`src/rtl/seg_xlat_pkg.sv`:
```
package seg_xlat_pkg;

    localparam int VA_W  = 14;
    localparam int SEL_W = 2;
    localparam int OFF_W = VA_W - SEL_W;
    localparam int NSEG  = 1 << SEL_W;
    localparam int PA_W  = 16;
    localparam int BND_W = OFF_W + 1;

    typedef enum logic [1:0] {
        ACC_LOAD  = 2'b00,
        ACC_STORE = 2'b01,
        ACC_FETCH = 2'b10,
        ACC_RSVD  = 2'b11
    } acc_kind_e;

    typedef enum logic [1:0] {
        FLT_NONE  = 2'b00,
        FLT_BOUND = 2'b01,
        FLT_PERM  = 2'b10
    } fault_e;

    typedef struct packed {
        logic x;
        logic w;
        logic r;
    } perm_t;

    typedef struct packed {
        logic [PA_W-1:0]  base;
        logic [BND_W-1:0] bound;
        perm_t            perm;
    } seg_ent_t;

    function automatic logic perm_allows(perm_t p, acc_kind_e k);
        logic ok;
        case (k)
            ACC_LOAD:  ok = p.r;
            ACC_STORE: ok = p.w;
            ACC_FETCH: ok = p.x;
            default:   ok = 1'b0;
        endcase
        return ok;
    endfunction

endpackage

```
`src/rtl/seg_table.sv`:
```
module seg_table
    import seg_xlat_pkg::*;
(
    input  logic             clk,
    input  logic             rst,
    input  logic             wr_en,
    input  logic [SEL_W-1:0] wr_idx,
    input  seg_ent_t         wr_ent,
    input  logic [SEL_W-1:0] rd_idx,
    output seg_ent_t         rd_ent
);

    seg_ent_t ents [NSEG];

    for (genvar g = 0; g < NSEG; g++) begin : g_ent
        always_ff @(posedge clk) begin
            if (rst) begin
                ents[g] <= '0;
            end else if (wr_en && (wr_idx == SEL_W'(g))) begin
                ents[g] <= wr_ent;
            end
        end
    end

    always_comb begin
        rd_ent = ents[rd_idx];
    end

endmodule

```
`src/rtl/seg_check.sv`:
```
module seg_check
    import seg_xlat_pkg::*;
(
    input  seg_ent_t         ent,
    input  logic [OFF_W-1:0] off,
    input  acc_kind_e        kind,
    output logic [PA_W-1:0]  paddr,
    output fault_e           fault
);

    logic [PA_W:0] sum;
    logic          out_of_bound;
    logic          overflow;
    logic          perm_ok;

    always_comb begin
        sum          = {1'b0, ent.base} + {{(PA_W + 1 - OFF_W){1'b0}}, off};
        out_of_bound = {1'b0, off} >= ent.bound;
        overflow     = sum[PA_W];
        perm_ok      = perm_allows(ent.perm, kind);

        if (out_of_bound || overflow) begin
            fault = FLT_BOUND;
        end else if (!perm_ok) begin
            fault = FLT_PERM;
        end else begin
            fault = FLT_NONE;
        end

        paddr = (fault == FLT_NONE) ? sum[PA_W-1:0] : '0;
    end

endmodule

```
`src/rtl/seg_xlat.sv`:
```
module seg_xlat
    import seg_xlat_pkg::*;
(
    input  logic        clk,
    input  logic        rst,
    input  logic        req_valid,
    input  logic [13:0] req_vaddr,
    input  logic [1:0]  req_kind,
    input  logic        tbl_wr_en,
    input  logic        tbl_wr_priv,
    input  logic [1:0]  tbl_wr_idx,
    input  logic [15:0] tbl_wr_base,
    input  logic [12:0] tbl_wr_bound,
    input  logic [2:0]  tbl_wr_perm,
    output logic        rsp_valid,
    output logic [15:0] rsp_paddr,
    output logic [1:0]  rsp_fault
);

    seg_ent_t        wr_ent;
    seg_ent_t        sel_ent;
    logic [PA_W-1:0] nxt_paddr;
    fault_e          nxt_fault;

    always_comb begin
        wr_ent.base  = tbl_wr_base;
        wr_ent.bound = tbl_wr_bound;
        wr_ent.perm  = perm_t'(tbl_wr_perm);
    end

    seg_table u_table (
        .clk    (clk),
        .rst    (rst),
        .wr_en  (tbl_wr_en && tbl_wr_priv),
        .wr_idx (tbl_wr_idx),
        .wr_ent (wr_ent),
        .rd_idx (req_vaddr[VA_W-1:OFF_W]),
        .rd_ent (sel_ent)
    );

    seg_check u_check (
        .ent   (sel_ent),
        .off   (req_vaddr[OFF_W-1:0]),
        .kind  (acc_kind_e'(req_kind)),
        .paddr (nxt_paddr),
        .fault (nxt_fault)
    );

    always_ff @(posedge clk) begin
        if (rst) begin
            rsp_valid <= 1'b0;
            rsp_paddr <= '0;
            rsp_fault <= FLT_NONE;
        end else begin
            rsp_valid <= req_valid;
            rsp_paddr <= req_valid ? nxt_paddr : '0;
            rsp_fault <= req_valid ? nxt_fault : FLT_NONE;
        end
    end

endmodule

```
`config.mk`:
```
export PLATFORM = sky130hd
export DESIGN_NAME = seg_xlat
export DESIGN_NICKNAME = d
export VERILOG_FILES = /design/src/rtl/seg_xlat_pkg.sv /design/src/rtl/seg_table.sv /design/src/rtl/seg_check.sv /design/src/rtl/seg_xlat.sv
export SDC_FILE = /design/constraint.sdc
export NUM_CORES = 1
export LEC_CHECK = 0
export BUFFER_PORTS_ARGS = -buffer_cell sky130_fd_sc_hd__buf_2
export CORE_ASPECT_RATIO = 0.7
export CORE_UTILIZATION = 60
export DETAILED_ROUTE_END_ITERATION = 8
export PLACE_DENSITY = 0.81
export SETUP_SLACK_MARGIN = 0.02
export SYNTH_ARGS = -nofsm -noshare
export SYNTH_HDL_FRONTEND = slang
export SYNTH_SLANG_ARGS = --single-unit
```
`constraint.sdc`:
```
create_clock -name clk -period 10.17 [get_ports clk]
set_input_delay 0.5085 -clock clk [delete_from_list [all_inputs] [get_ports clk]]
set_output_delay 0.5085 -clock clk [all_outputs]
set_load 0.005 [all_outputs]
```
Yosys cells after proc, flatten, opt, wreduce, memory -nomap -nowiden

Memory sizes are Yosys's and may differ from the RTL's.
Index checks and enable logic that the tools add are counted.

RAM bits: 128
Memories kept: 1
Logic and storage cells: 49
Register bits after elaboration: 19

$lt $le $gt $ge: 1
Reductions and logical operators: 11
Multiplexer cells: 21
Bitwise gates (word level): 6
Add/subtract/negate cells: 1
Eq/ne operators: 5

Memory list:

| memory       | depth | bits a word | read ports | clocked after Yosys merged registers in | write ports | line            | text |
|---|---|---|---|---|---|---|---|
| u_table.ents | 4     | 32          | 1          | 0                                       | 4           | seg_table.sv:13 | `seg_ent_t ents [NSEG];` |

Operator list:

| cell               | number |
|---|---|
| $mux 32            | 4 |
| $add 16x12->17     | 1 |
| $mux 1             | 14 |
| $ge 12x13->1       | 1 |
| $eq 2x2->1 const B | 3 |
| $logic_not 2->1    | 3 |
| $logic_and 1x1->1  | 5 |
| $eq 2x1->1 const B | 2 |
| $mux 2             | 2 |
| $or 1x1->1         | 4 |
| $pmux 1 s3         | 1 |
| $reduce_or 3->1    | 1 |
| $not 1->1          | 2 |
| $reduce_or 2->1    | 1 |
| $logic_or 1x1->1   | 1 |

Logic depth before layout (Yosys ltp)

Gate-level depths: netlist (run 1).

Depth in word-level cells: 7
Depth in mapped cells: 13
Depth with buffers taken out: 9

Modules after synthesis

Synthesis (run 1) repeated with hierarchy kept, for this count alone.

Cells, all modules: 544
Area total of the unflattened synthesis: 7196.9 um^2

Modules (own cells, without submodules):

| module    | area an instance (um^2) | times used | cells each |
|---|---|---|---|
| seg_table | 5552.8                  | 1          | 358 |
| seg_check | 1074.8                  | 1          | 145 |
| seg_xlat  | 569.3                   | 1          | 41 |

Worst setup path after synthesis (run 1)

No wires, ideal clock.

Kind: input port to flip-flop
From: input port req_vaddr[12]
To: register rsp_paddr[13]
Setup time: 0.057 ns
Cell stages on the path: 13
Arrival: 3.856 ns
Data required time: 10.113 ns
Slack: 6.257 ns
Path through: buf_6 buf_2 buf_2 mux4_2 ha_1 fa_1 a21o_1 a2111oi_2 o31ai_1 and3_4 nor4b_4 buf_6 and2_2

Longest elaborated chain between the ends: 7
Elaborated cells between the ends (all ways): 10
Those cells by class: add/sub (1); order compare (1); mux (3); bitwise (1); reduce/logical (3); memory (1)

RTL lines:

| element                                           | line                             | text |
|---|---|---|
| start, declared                                   | seg_xlat.sv:7                    | `input logic [13:0] req_vaddr,` |
| $mem_v2 4x32 *                                    | --                               |  |
| $add 16x12->17 (tied with other cells)            | seg_check.sv:17                  | `sum = {1'b0, ent.base} + {{(PA_W + 1 - OFF_W){1'b0}}, off};` |
| $logic_or 1x1->1 / $mux 2 (equally long branches) | seg_check.sv:22, seg_check.sv:24 |  |
| $mux 2                                            | seg_check.sv:22                  | `if (out_of_bound \|\| overflow) begin` |
| $logic_not 2->1                                   | seg_check.sv:30                  | `paddr = (fault == FLT_NONE) ? sum[PA_W-1:0] : '0;` |
| $not 1->1 (no source line)                        | --                               |  |
| $reduce_or 3->1 (no source line)                  | --                               |  |
| end signal, assigned                              | seg_xlat.sv:56                   | `rsp_paddr <= req_valid ? nxt_paddr : '0;` |
| end, declared                                     | seg_xlat.sv:16                   | `output logic [15:0] rsp_paddr,` |

Every way passes the cells marked *; elsewhere a longest branch is shown, timed or not.
A chain may end at the register's enable or synchronous reset.

Final worst setup path (run 1)

From: input port req_vaddr[12]
To: register rsp_paddr[8]

Same word-level chain as after synthesis.

==> results of run 1 <==
==> per-stage QoR <==
| stage | power, mW | hold slack (ps) | worst slack [ps] |
|---|---|---|---|
| final | 1.474 | 392.7 | 6244 |
| after detailed placement | 0.8930 | 792.3 | 5800 |
| after CTS | 1.477 | 384.7 | 6214 |
| after global placement | 0.8867 | 798.7 | 5905 |
| after floorplan | 0.8341 | 706.7 | 6257 |
| after global routing | 1.521 | 400.4 | 5867 |
==> cells by family (layout without fill, tap and decap cells) <==
logic type | count (synthesis) | in the layout | synth area share [%]
adders and majority gates | 25 | 25 | 4.542
muxes | 33 | 33 | 10.29
xor gates and xnor gates | 12 | 12 | 1.491
buffers and inverters | 37 | 131 | 2.360
and+or+nand+nor | 190 | 190 | 16.79
DFF | 147 | 147 | 59.90
AOI/OAI and AO/OA | 46 | 46 | 4.631
==> final timing paths <==
path                                                   startpoint                                end  slack, ps  depth (start not counted)
worst min register to register  u_table.ents[0][16]$_SDFFCE_PN0P_            rsp_paddr[0]$_SDFF_PP0_        810                          3
worst min-delay path                             tbl_wr_bound[11]  u_table.ents[1][14]$_SDFFCE_PN0P_        390                          2
worst max register to register  u_table.ents[3][16]$_SDFFCE_PN0P_            rsp_paddr[8]$_SDFF_PP0_       6690                          9
worst max-delay path                                req_vaddr[12]            rsp_paddr[8]$_SDFF_PP0_       6240                         11
==> power breakdown <==
group	internal [mW]	switching, mW
logic	0.0796	0.0997
registers	0.694	0.00955
clock network	0.357	0.235
==> flip-flops by register name (all words and copies together), names as in the netlist <==
name	count
rsp_fault	2
rsp_paddr	16
u_table.ents	128
rsp_valid	1
==> per-layer routing <==
| metal | routed length [µm] | track usage (%) | vias up |
|---|---|---|---|
| met5 | 13 | 0 | - |
| met4 | 233 | 10.17 | 2 |
| met3 | 1142 | 5.419 | 26 |
| met2 | 6979 | 43.87 | 183 |
| met1 | 6418 | 34.89 | 2134 |
| li1 | - | - | 1970 |
==> critical path, delay by kind of cell <==
kind,cells,cell delay [ps]
AOI/OAI and AO/OA,3,920
adders and majority gates,2,630
buffers and inverters,2,590
muxes,1,580
and+or+nand+nor,3,1010
==> placed cells by master (no fill, tap or decap), drive strengths merged, types with 3 or more instances in the layout <==
master | netlist | routed
a211oi | 3 | 3
a21o | 5 | 5
a21oi | 9 | 9
and2 | 144 | 144
and3 | 4 | 4
buf | 8 | 83
clkbuf | 13 | 24
clkinv | 0 | 4
dfxtp | 19 | 19
edfxtp | 128 | 128
ha | 24 | 24
inv | 16 | 18
mux4 | 31 | 31
nand2 | 6 | 6
nand2b | 3 | 3
nand3 | 4 | 4
nand3b | 4 | 4
nor2 | 14 | 14
nor3 | 3 | 3
o21ai | 8 | 8
o21bai | 4 | 4
o31ai | 4 | 4
xnor2 | 9 | 9
xor2 | 3 | 3
==> layout make-up <==
class,count,area share (%)
Inverter,16,0.7346
Clock buffer,24,5.892
Tap cell,153,2.342
Sequential cell,147,51.67
Clock inverter,8,0.9642
Timing Repair Buffer,83,5.387
Multi-Input combinational cell,306,33.01
==> flow_summary.json, run 1 <==
{
  "period_share_pct": 38.60,
  "slowest_stage": "mux4_2",
  "netlist-cell-type-count": 50,
  "yosys.cell_count.top_type": "and2_1",
  "clock_tree_from_tritoncts": "done",
  "max-clock-path-buffers": 2,
  "floorplan.core_area_um2": 11210,
  "drive_above_1_share_pct": 28.08,
  "yosys-top-cells-count": "134 x and2_1, 128 x edfxtp_1, 29 x mux4_2, 24 x ha_1, 19 x dfxtp_1",
  "first_global_vias": 4472,
  "cellPowerDensity_nw_per_um2": 180.3,
  "fillerInstances": 756,
  "remaining_drc_errors": 0,
  "cts.repair_timing.setup_buffer_count": 0,
  "syn-instance-count": 490,
  "max_cap_violations": 0,
  "grt_setup_unrepaired": "no",
  "synth_area_leaders": "edfxtp_1 55%, and2_1 12%, mux4_2 9.3%",
  "worstSkewPairLatency_ps": 420,
  "ys_warn_count": 0,
  "synth.yosys.seq_area_share_pct": 59.90,
  "vdd_ir_drop_max_uv": 135.2,
  "numPlacedInstances": 705,
  "postRouteAntennaNets": 0,
  "report.final.hold_viol_count": 0,
  "summed_instance_area_of_the_synthesized_netlist_um2": 7052,
  "outcome": "finished clean",
  "dpl.hpwl_mm": 9.501,
  "antenna_found_initial": 1,
  "cts_made_buffers": 17,
  "finalSetupViolCount": 0,
  "skew_ps": 11.73,
  "dr.first_iter.drc_count": 411,
  "grt.overflow.total": 0,
  "post_synthesis_area_per_instance_um2": 14.39,
  "timing.setup.critical_path_class": "primary input to flop",
  "fmax_mhz": 254.7,
  "place_congestion": 0.8396,
  "fp.dieH_um": 92.71,
  "synth_enable_flop_cells": 128,
  "fp.dieArea_um2": 12200,
  "vias": 4315,
  "period_minus_slack_ps": 3926,
  "fp.dieW_um": 131.6,
  "grt_pass1_wl_mm": 23.45,
  "critical-path-max-stage-delay_ps": 580,
  "clock_tree_root_driver_cell": "clkbuf_16",
  "async_flop_share_pct": 0,
  "setup_tns_ps": 0,
  "antenna_cells_inserted": 0,
  "hold_buffers": 0,
  "critical_path.cell_chain": "buf_2, buf_4, mux4_2, ha_1, fa_1, a21o_1, a2111oi_2, o31ai_1, and3_4, nor4b_4, and2_2",
  "final_area_um2": 8175,
  "syn2layout_area_growth_pct": 15.93,
  "synth_area_leader_cell": "edfxtp_1",
  "placementRows": 32,
  "route.detailed.wl_per_inst_um": 20.06,
  "worst_ep_required_time_ps": 10530,
  "static-leakage-power_nw": 3.230,
  "min-delay-path-class": "primary input to flop",
  "utilization_pct": 72.92,
  "area_share_of_the_leading_cell_type_in_the_synthesized_netlist_pct": 54.51,
  "cp_startpoint_kind": "primary input",
  "post_drt_via_cell_ratio": 5.855,
  "finalNonFillerCells": 737,
  "boundary_pin_count": 74,
  "tritoncts_num_sinks": 147,
  "quantity_of_i_o_buffers_inserted_on_ports": 73,
  "timing.critical_path.fanout_max": 33,
  "path_clk_slew_ps": 60,
  "tightestPinTransition_ps": 667.3,
  "critPathCaptureType": "flop",
  "cp_data_arrival_time_ps": 4280,
  "timing.final.max_slew_violations": 0,
  "cts_repair_resize_count": 0,
  "grt_max_degree": 34,
  "ys_seq_elements": 147,
  "multiInputGateArea_um2": 2699,
  "wirelength_mm": 14.79,
  "synth_nets": 570,
  "total_placed_instance_area_um2": 7615,
  "h-tree-depth": 4,
  "detailedRoute.firstPassIterationCount": 5,
  "ff_latch_area_um2": 4224,
  "timing.max_slew.rel_slack_pct": 55.31,
  "dominantRegCellSynth": "edfxtp_1",
  "start_util_pct": 62.90,
  "globalRouteTotalUtil_pct": 26.49,
  "finalNetCount": 651
}
No activity file was read; power rests on OpenSTA's default activity.
==> run 2: changes to the inputs <==
--- a/config.mk
+++ b/config.mk
@@ -7,9 +7,9 @@
 export LEC_CHECK = 0
 export BUFFER_PORTS_ARGS = -buffer_cell sky130_fd_sc_hd__buf_2
 export CORE_ASPECT_RATIO = 0.7
-export CORE_UTILIZATION = 60
+export CORE_UTILIZATION = 53
 export DETAILED_ROUTE_END_ITERATION = 8
-export PLACE_DENSITY = 0.81
+export PLACE_DENSITY = 0.76
 export SETUP_SLACK_MARGIN = 0.02
 export SYNTH_ARGS = -nofsm -noshare
 export SYNTH_HDL_FRONTEND = slang
==> constraint.sdc (replaced) <==
create_clock -name clk -period 3.6 [get_ports clk]
set_input_delay 0.18 -clock clk [delete_from_list [all_inputs] [get_ports clk]]
set_output_delay 0.18 -clock clk [all_outputs]
set_load 0.005 [all_outputs]
==> run 2 against run 1 <==
Compared with the run above:
- global-route usage shrank 2.3 points
- worst hold slack lost 320 ps
- final area grew 1.2%
- largest cell class unchanged
- clock power grew to 3.1 times the previous value
- critical path depth shrank 2
- largest power group unchanged
- sequential cell count is the same
- clock skew shrank 0.62 ps
- sequential power grew to 2.8 times the previous value
==> flow_summary.json, run 2 (synthesized netlist as in run 1, its figures left out) <==
{
  "outcome": "finished clean",
  "grt.overflow.total": 0,
  "fp.dieArea_um2": 13780,
  "hold_buffers": 0,
  "vdd_ir_drop_max_uv": 429.6,
  "total_power_mw": 4.379,
  "tightestPinTransition_ps": 731.1,
  "postRouteAntennaNets": 0,
  "critPathCaptureType": "flop",
  "grt_pass1_wl_mm": 24.13,
  "h-tree-depth": 4,
  "final_area_um2": 8277,
  "grt_setup_unrepaired": "no",
  "cts_made_buffers": 17,
  "worst_r2r_startpoint": "u_table.ents[3][16]$_SDFFCE_PN0P_",
  "min-delay-path-class": "primary input to flop",
  "fp.dieW_um": 139.9,
  "numPlacedInstances": 719,
  "detailedRoute.firstPassIterationCount": 6,
  "vias": 4267,
  "power.share.sequential_pct": 45.4,
  "quantity_of_i_o_buffers_inserted_on_ports": 73,
  "most-common-layout-cells": "134 x and2_1, 128 x edfxtp_1, 73 x buf_2",
  "floorplan.core_area_um2": 12680,
  "remaining_drc_errors": 0,
  "start_util_pct": 55.63,
  "layout_commonest_cell": "and2_1",
  "setup_tns_ps": 0,
  "cts.repair_timing.setup_buffer_count": 0,
  "post_drt_via_cell_ratio": 5.674,
  "skew_ps": 11.11,
  "boundary_pin_count": 74,
  "timing.max_slew.rel_slack_pct": 50.75,
  "first_global_vias": 4455,
  "largest_registers": "u_table.ents: 128 flops, rsp_paddr: 16 flops, rsp_fault: 2 flops",
  "fp.dieH_um": 98.51,
  "largest_register_ffs": 128,
  "timing.rr.end": "rsp_paddr[10]$_SDFF_PP0_",
  "tritoncts_num_sinks": 147,
  "total_placed_instance_area_um2": 7651,
  "setup_ws_ps": 207.6,
  "dpl.hpwl_mm": 10.14,
  "max-clock-path-buffers": 2,
  "dr.first_iter.drc_count": 304,
  "timing.setup.critical_path_class": "flop to flop",
  "min_path_cells": 2,
  "finalSetupViolCount": 0,
  "clock_tree_root_driver_cell": "clkbuf_16",
  "timing.critical_path.fanout_max": 16,
  "worst-r2r-cell-count": 9,
  "path_clk_slew_ps": 60,
  "antenna_found_initial": 0,
  "worst_ep_required_time_ps": 3960,
  "finalNonFillerCells": 752,
  "placementRows": 34,
  "switching_share_pct": 22.44,
  "cts_repair_resize_count": 0,
  "drive_above_1_share_pct": 28.52,
  "wirelength_mm": 15.37,
  "place_congestion": 0.8793,
  "max_cap_violations": 0,
  "worstSkewPairLatency_ps": 420,
  "clock_tree_from_tritoncts": "done",
  "switchingPower_mw": 0.9826,
  "cp_data_arrival_time_ps": 3750,
  "clk_network_pwr_share_pct": 42.6,
  "fmax_mhz": 294.8,
  "period_share_pct": 94.23,
  "timing.final.max_slew_violations": 0,
  "route.detailed.wl_per_inst_um": 20.44,
  "cellPowerDensity_nw_per_um2": 529.1,
  "worstHoldStart": "tbl_wr_bound[8]",
  "fillerInstances": 924,
  "fin_hold_ws_ps": 73.47,
  "globalRouteTotalUtil_pct": 24.23,
  "grt_max_degree": 33,
  "combPwrFrac_pct": 12.0,
  "registers.top_by_ff_count": "u_table.ents",
  "period_minus_slack_ps": 3392,
  "reg2reg_setup_slack_ps": 210,
  "placement.setup.worst_slack_ps": 121.5,
  "power_report.internal_total_mw": 3.396,
  "timing.hold.worst_endpoint": "u_table.ents[0][11]$_SDFFCE_PN0P_",
  "utilization_pct": 65.29,
  "finalNetCount": 656,
  "static-leakage-power_nw": 3.276,
  "syn2layout_area_growth_pct": 17.37,
  "report.final.hold_viol_count": 0,
  "cp_startpoint_kind": "flop"
}
[run 2: cell count changes in the layout (fill, tap and decap cells not counted)]
cell / previous run / this run
buf_4: 10 / 15
bufinv_16: 1 / 4
clkbuf_1: 4 / 5
clkbuf_8: 3 / 2
clkinv_2: 3 / 1
clkinv_4: 1 / 2
clkinvlp_4: 1 / 0
diode_2: 0 / 1
inv_6: 2 / 1
nor3_2: 0 / 2
nor3_4: 2 / 0
[run 2: routing by layer]
metal  up-vias  global-route usage (%)  routed length, µm  part of all wire (%)
met5         -                       0                  0                     0
met1      2112                   32.99               7015                    46
met3        17                   6.122               1055                   6.9
met4         0                   7.016                222                   1.4
li1       1977                       -                  -                     -
met2       161                   38.92               7076                    46
[run 2: critical path, cell delays in order, from the launching register on]
cell and delay [ps]:
edfxtp_1 350, mux4_2 510, ha_1 230, fa_1 410
a21o_1 210, a2111oi_2 440, o31ai_1 170, and3_4 200
nor4b_4 550, and2_2 250
[run 2: final cells by class]
cell class / instances / area (µm²) / area share (%)
Sequential cell: 147 / 4224 / 51.04
Tap cell: 162 / 202.7 / 2.449
Clock inverter: 8 / 151.4 / 1.829
Antenna cell: 1 / 2.502 / 0.03023
Timing Repair Buffer: 88 / 478.0 / 5.775
Clock buffer: 24 / 471.7 / 5.699
Multi-Input combinational cell: 306 / 2686 / 32.46
Inverter: 16 / 60.06 / 0.7256
[run 2: worst max-delay path by stage]
stage	startpoint	to	slack [ps]	cells past startpoint
after floorplan	req_vaddr[12]	rsp_paddr[13]$_SDFF_PP0_	110	13
after global placement	req_vaddr[12]	rsp_paddr[14]$_SDFF_PP0_	210	10
after detailed placement	req_vaddr[12]	rsp_paddr[10]$_SDFF_PP0_	120	10
after CTS	u_table.ents[3][16]$_SDFFCE_PN0P_	rsp_paddr[10]$_SDFF_PP0_	220	9
after global routing	u_table.ents[3][16]$_SDFFCE_PN0P_	rsp_paddr[11]$_SDFF_PP0_	40	9
final	u_table.ents[3][16]$_SDFFCE_PN0P_	rsp_paddr[10]$_SDFF_PP0_	210	9
[run 2: power by group through the flow]
stage / sequential (mW) / combinational, mW / clock, mW
floorplan: 2.02 / 0.340 / 0
global placement: 2.02 / 0.504 / 0
detailed placement: 2.02 / 0.518 / 0
CTS: 1.99 / 0.522 / 1.88
global route: 2.00 / 0.572 / 1.96
finish: 1.99 / 0.527 / 1.86
